`src/rtl/lctl_pkg.sv`:
```
package lctl_pkg;
  typedef enum logic [1:0] {
    SEL_OVL   = 2'd0,
    SEL_ENA   = 2'd1,
    SEL_THERM = 2'd2,
    SEL_NONE  = 2'd3
  } sel_t;

  localparam int PTR_W   = 3;
  localparam int MASK_B  = 2;
endpackage

```
`src/rtl/lctl_bus_dec.sv`:
```
module lctl_bus_dec (
  input  logic cs_n,
  input  logic rd_n,
  input  logic wr_n,
  input  logic addr,
  output logic wr_ena,
  output logic wr_ptr,
  output logic rd_act
);
  logic sel;
  assign sel    = ~cs_n;
  assign wr_ena = sel & ~wr_n & addr;
  assign wr_ptr = sel & ~wr_n & ~addr;
  assign rd_act = sel & ~rd_n;


  always_comb begin
    no_access_unselected_chk: assert (!(cs_n && (wr_ena || wr_ptr || rd_act)));
  end
endmodule

```
`src/rtl/lctl_line.sv`:
```
module lctl_line (
  input  logic clk,
  input  logic rst,
  input  logic wr_ena,
  input  logic wr_bit,
  input  logic ovl,
  input  logic therm,
  output logic ena_q,
  output logic therm_q,
  output logic drv_q,
  output logic cod_q,
  output logic cod_nxt
);
  logic ena_nxt, therm_nxt, rearm, eff_nxt;

  assign rearm     = wr_ena & wr_bit & ~ena_q;
  assign ena_nxt   = wr_ena ? wr_bit : ena_q;
  assign therm_nxt = rearm ? 1'b0 : (therm_q | (therm & ena_nxt));
  assign eff_nxt   = ena_nxt & ~therm_nxt;
  assign cod_nxt   = ovl & eff_nxt;

  always_ff @(posedge clk) begin
    if (rst) begin
      ena_q   <= 1'b0;
      therm_q <= 1'b0;
      drv_q   <= 1'b0;
      cod_q   <= 1'b0;
    end else begin
      ena_q   <= ena_nxt;
      therm_q <= therm_nxt;
      drv_q   <= eff_nxt;
      cod_q   <= cod_nxt;
    end
  end


  therm_shutdown_chk: assert property (@(posedge clk) disable iff (rst)
    (therm && ena_q && !wr_ena) |=> !drv_q);

  therm_sticky_chk: assert property (@(posedge clk) disable iff (rst)
    (therm_q && !(wr_ena && wr_bit && !ena_q)) |=> therm_q);

  cod_needs_drive_chk: assert property (@(posedge clk) disable iff (rst)
    cod_q |-> drv_q);
endmodule

```
`src/rtl/lctl_rdmux.sv`:
```
module lctl_rdmux
  import lctl_pkg::*;
#(
  parameter int N_LINES = 4
) (
  input  logic               rd_act,
  input  logic               addr,
  input  logic [PTR_W-1:0]   ptr,
  input  logic [N_LINES-1:0] cod,
  input  logic [N_LINES-1:0] ena,
  input  logic [N_LINES-1:0] therm,
  output logic [N_LINES-1:0] dout,
  output logic               dout_oe
);
  logic [N_LINES-1:0] ind;
  logic [N_LINES-1:0] dir;

  always_comb begin
    unique case (sel_t'(ptr[1:0]))
      SEL_OVL:   ind = cod;
      SEL_ENA:   ind = ena;
      SEL_THERM: ind = therm;
      default:   ind = '0;
    endcase
  end

  always_comb begin
    dir = '0;
    dir[PTR_W-1:0]   = ptr;
    dir[N_LINES-1]   = |therm;
  end

  assign dout_oe = rd_act;
  assign dout    = rd_act ? (addr ? ind : dir) : '0;


  always_comb begin
    idle_bus_zero_chk: assert (dout_oe || dout == '0);
  end
endmodule

```
`src/rtl/lctl_regif.sv`:
```
module lctl_regif
  import lctl_pkg::*;
#(
  parameter int N_LINES = 4
) (
  input  logic               clk,
  input  logic               rst,
  input  logic               cs_n,
  input  logic               rd_n,
  input  logic               wr_n,
  input  logic               addr,
  input  logic [N_LINES-1:0] din,
  output logic [N_LINES-1:0] dout,
  output logic               dout_oe,
  input  logic [N_LINES-1:0] ovl_in,
  input  logic [N_LINES-1:0] therm_in,
  output logic [N_LINES-1:0] drv_en,
  output logic               irq_n
);
  logic wr_ena, wr_ptr, rd_act;
  logic [PTR_W-1:0]   ptr_q, ptr_nxt;
  logic [N_LINES-1:0] ena_q, therm_q, cod_q, cod_nxt;
  logic               irq_q;

  lctl_bus_dec u_dec (
    .cs_n(cs_n), .rd_n(rd_n), .wr_n(wr_n), .addr(addr),
    .wr_ena(wr_ena), .wr_ptr(wr_ptr), .rd_act(rd_act)
  );

  for (genvar i = 0; i < N_LINES; i++) begin : g_line
    lctl_line u_line (
      .clk(clk), .rst(rst), .wr_ena(wr_ena), .wr_bit(din[i]),
      .ovl(ovl_in[i]), .therm(therm_in[i]),
      .ena_q(ena_q[i]), .therm_q(therm_q[i]), .drv_q(drv_en[i]),
      .cod_q(cod_q[i]), .cod_nxt(cod_nxt[i])
    );
  end

  assign ptr_nxt = wr_ptr ? din[PTR_W-1:0] : ptr_q;

  always_ff @(posedge clk) begin
    if (rst) begin
      ptr_q <= '0;
      irq_q <= 1'b1;
    end else begin
      ptr_q <= ptr_nxt;
      irq_q <= ~((|cod_nxt) & ~ptr_nxt[MASK_B]);
    end
  end
  assign irq_n = irq_q;

  lctl_rdmux #(.N_LINES(N_LINES)) u_rd (
    .rd_act(rd_act), .addr(addr), .ptr(ptr_q), .cod(cod_q),
    .ena(ena_q), .therm(therm_q), .dout(dout), .dout_oe(dout_oe)
  );


  irq_source_chk: assert property (@(posedge clk) disable iff (rst)
    !irq_n |-> ((|cod_q) && !ptr_q[MASK_B]));

  ena_load_chk: assert property (@(posedge clk) disable iff (rst)
    wr_ena |=> ena_q == $past(din));

  reset_state_chk: assert property (@(posedge clk)
    $past(rst) |-> (irq_n && drv_en == '0));
endmodule

```
`config.mk`:
```
export PLATFORM = sky130hd
export DESIGN_NAME = lctl_regif
export DESIGN_NICKNAME = d
export VERILOG_FILES = /design/src/rtl/lctl_pkg.sv /design/src/rtl/lctl_bus_dec.sv /design/src/rtl/lctl_line.sv /design/src/rtl/lctl_rdmux.sv /design/src/rtl/lctl_regif.sv
export SDC_FILE = /design/constraint.sdc
export NUM_CORES = 1
export LEC_CHECK = 0
export ABC_AREA = 1
export BUFFER_PORTS_ARGS = -buffer_cell sky130_fd_sc_hd__clkbuf_2
export CAP_MARGIN = 20
export CORE_ASPECT_RATIO = 0.9
export CORE_MARGIN = 2
export CORE_UTILIZATION = 50
export CTS_CLUSTER_SIZE = 28
export DETAILED_ROUTE_END_ITERATION = 10
export PLACE_DENSITY = 0.77
export SLEW_MARGIN = 20
export SYNTH_ARGS = -nofsm -noshare
export SYNTH_HDL_FRONTEND = slang
export SYNTH_SLANG_ARGS = --single-unit
```
`constraint.sdc`:
```
create_clock -name clk -period 1.05 [get_ports clk]
set_input_delay 0.0525 -clock clk [delete_from_list [all_inputs] [get_ports clk]]
set_output_delay 0.0525 -clock clk [all_outputs]
set_load 0.01 [all_outputs]
```
==> flow_summary.yaml <==
sta:
  hold_viol: 0
  fin_skew_ns: 0.0113
  worstMarginPinSlew_ns: 0.375
  finalMaxSlewViolations: 0
  rsz0062_at_grt: "true"
  relSlewSlack_pct: 75.0
  setup_violations: 4
  max_clock_freq_ghz: 0.689
  period_share_pct: 138
  setup_tns_ns: -1.53
  fin_crit_ns: 1.45
  fin_ws_ns: -0.400
worst_setup_path:
  reg2reg_slack_ns: 0.05
  end_kind: "output pin"
  r2r-end: "irq_n"
  slowest_delay_ns: 0.39
  crit_slowest_cell: "dfxtp_4"
  worst_setup_path_start_kind: "flop"
  cp.required_ns: 1.00
  crit_type: "flop to output pin"
  r2r-start: "g_line[1].u_line.ena_q"
  worstRegToRegCells: 7
  path_cells: "inv_4, nand2_2, inv_4, nand2_2, o221ai_2, nand2_1, a21oi_1, buf_2"
  path_max_fanout: 4
  cp.arrival_ns: 1.40
hold_path:
  hp-class: "primary input to flop"
  whs_path_depth: 5
  min_from: "ovl_in[0]"
  min_to: "g_line[0].u_line.cod_q"
clocking:
  cts-buffers-inserted: 3
  tritoncts: "built"
  clk_latency_ns: 0.30
  clock-sinks: 20
  clk_pin_slew_ns: 0.11
  ctsHtreeMaxLevel: 1
  clockRootBuffer: "clkbuf_4"
  cts_buffer_depth: 2
logic_synthesis:
  syn_inst: 139
  syn_area_mm2: 0.00102
  synth_seq_cells: 20
  synth.top_cell.area_share_pct: 39.2
  ys_top_cells_by_area: "dfxtp_1 (39%), nand2_2 (9.2%), inv_1 (8.1%), nand2_1 (7.7%), nor2_1 (7.0%)"
  synth_area_per_cell_um2: 7.35
  ys_seq_area_share_pct: 39.2
  synth.net_count: 157
  synth.distinct_cells: 22
  yosys.area.top_type: "dfxtp_1"
  yosysWarnings: 0
layout:
  drive_gt1_share_pct: 46.2
  final_common_cell: "clkbuf_2"
  num_antenna_cells: 0
  layout_common_cells: "clkbuf_2 (23), nor2_1 (19), inv_1 (18), nand2_2 (18), dfxtp_1 (18)"
  syn_to_final_growth_pct: 28.3
  layout.nets: 193
  design_area_mm2: 0.00131
  utilization_pct: 68.4
floorplan:
  die_h_um: 46.9
  start_util_pct: 53.3
  ioPinCount: 28
  die_w_um: 51.6
  dieArea_mm2: 0.00242
  rows: 15
  coreArea_mm2: 0.00191
drt:
  vias: 991
  finalWirelength_um: 2460
  drc: 0
  firstDrtPassIters: 4
  drt_iter0_markers: 29
  wl_per_cell_um: 12.4
  ant_nets: 0
  vias_per_cell: 5.01
place:
  dp_worst_setup_slack_ns: -0.0897
  dpl.hpwl_um: 1730
  gp_congestion: 0.893
  dpl_cell_area_mm2: 0.00121
  portBuffers: 27
global_route:
  grt_pass1_wl_um: 3690
  grt_usage_pct: 20.6
  antenna_found_initial: 0
  grt_max_degree: 17
  grt-ovfl-total: 0
  grt_pass1_vias: 864
power:
  power.leakage_nw: 0.634
  ir_drop_uv: 815
  p_per_area_mw_per_mm2: 1150
outcome:
  violations: "negative setup slack"
  outcome: "finished with violations"
run:
  maxCapViolCount: 0
## timing repair
action                                  4_1_cts  5_1_grt
hold buffers                                  0        0
endpoints found under the setup margin        4        5
pin swaps                                     1        6
resized for setup                            10       17
setup buffers                                 1        1
## sequential cells by signal (all words and copies together), names as in the netlist
signal	count
ptr_q	3
g_line.u_line.therm_q	4
g_line.u_line.cod_q	4
g_line.u_line.ena_q	4
irq_n	1
g_line.u_line.drv_q	4
## worst max path at each step
stage                  start      end  slack [ns]  cells past startpoint
floorplan           ptr_q[1]  dout[3]        0.08                      5
global placement    ptr_q[0]  dout[0]       -0.05                      6
detailed placement  ptr_q[1]  dout[2]       -0.09                      6
CTS                 ptr_q[0]  dout[2]       -0.35                      8
global route        ptr_q[0]  dout[1]       -0.46                      8
finish              ptr_q[0]  dout[2]       -0.40                      8
## final cells by class
type	instances	area (um2)
fillers	168	604
multi-input cells	90	541
flip-flops and latches	20	408
repair buffers	38	218
inverters	22	90.1
well taps	25	31.3
clock buffers	3	22.5
## per-layer routing
layer / up-vias / GRT usage (%) / wire (um)
met5: - / 0 / 0
met4: 0 / 6.84 / 12
met3: 4 / 5.41 / 131
met2: 35 / 33.8 / 1240
met1: 447 / 26.8 / 1080
li1: 505 / - / -
## Yosys cell counts (all sizes together)
cell type  number
nor3            2
nand3          11
nand2          37
dfxtp          20
inv            22
clkbuf          2
o21ai           2
a211oi          3
nand3b          2
o22ai           1
nor2           22
a21oi           3
o221ai          3
buf             5
a21boi          4
## worst max-delay path, delay by kind of cell, from the launching register on
family                 cells  cell delay (ns)
AO/OA/AOI/OAI              2             0.20
buffers and inverters      3             0.30
flip-flops                 1             0.39
AND/OR/NAND/NOR            3             0.20
## power breakdown
group | internal [mW] | switching [mW] | total [mW]
combinational | 0.133 | 0.197 | 0.330
clock | 0.133 | 0.223 | 0.357
sequential | 0.796 | 0.0192 | 0.815
total | 1.06 | 0.440 | 1.50
## per-stage QoR
step / hold WS [ns] / power, mW / std cells
3_3_place_gp: 0.334 / 1.12 / 193
6_report: 0.0330 / 1.50 / 198
5_1_grt: 0.0630 / 1.57 / 198
2_1_floorplan: 0.155 / 1.02 / 139
4_1_cts: 0.0234 / 1.49 / 197
3_5_place_dp: 0.350 / 1.12 / 193
## kinds of logic (layout without fill, tap and decap cells)
| group | Yosys count | in the layout | synth area share, % |
|---|---|---|---|
| compound gates | 16 | 16 | 10.8 |
| buf+inv | 29 | 63 | 12.9 |
| simple gates | 74 | 74 | 37.1 |
| flops | 20 | 20 | 39.2 |
No activity file was read; power rests on OpenSTA's default activity.
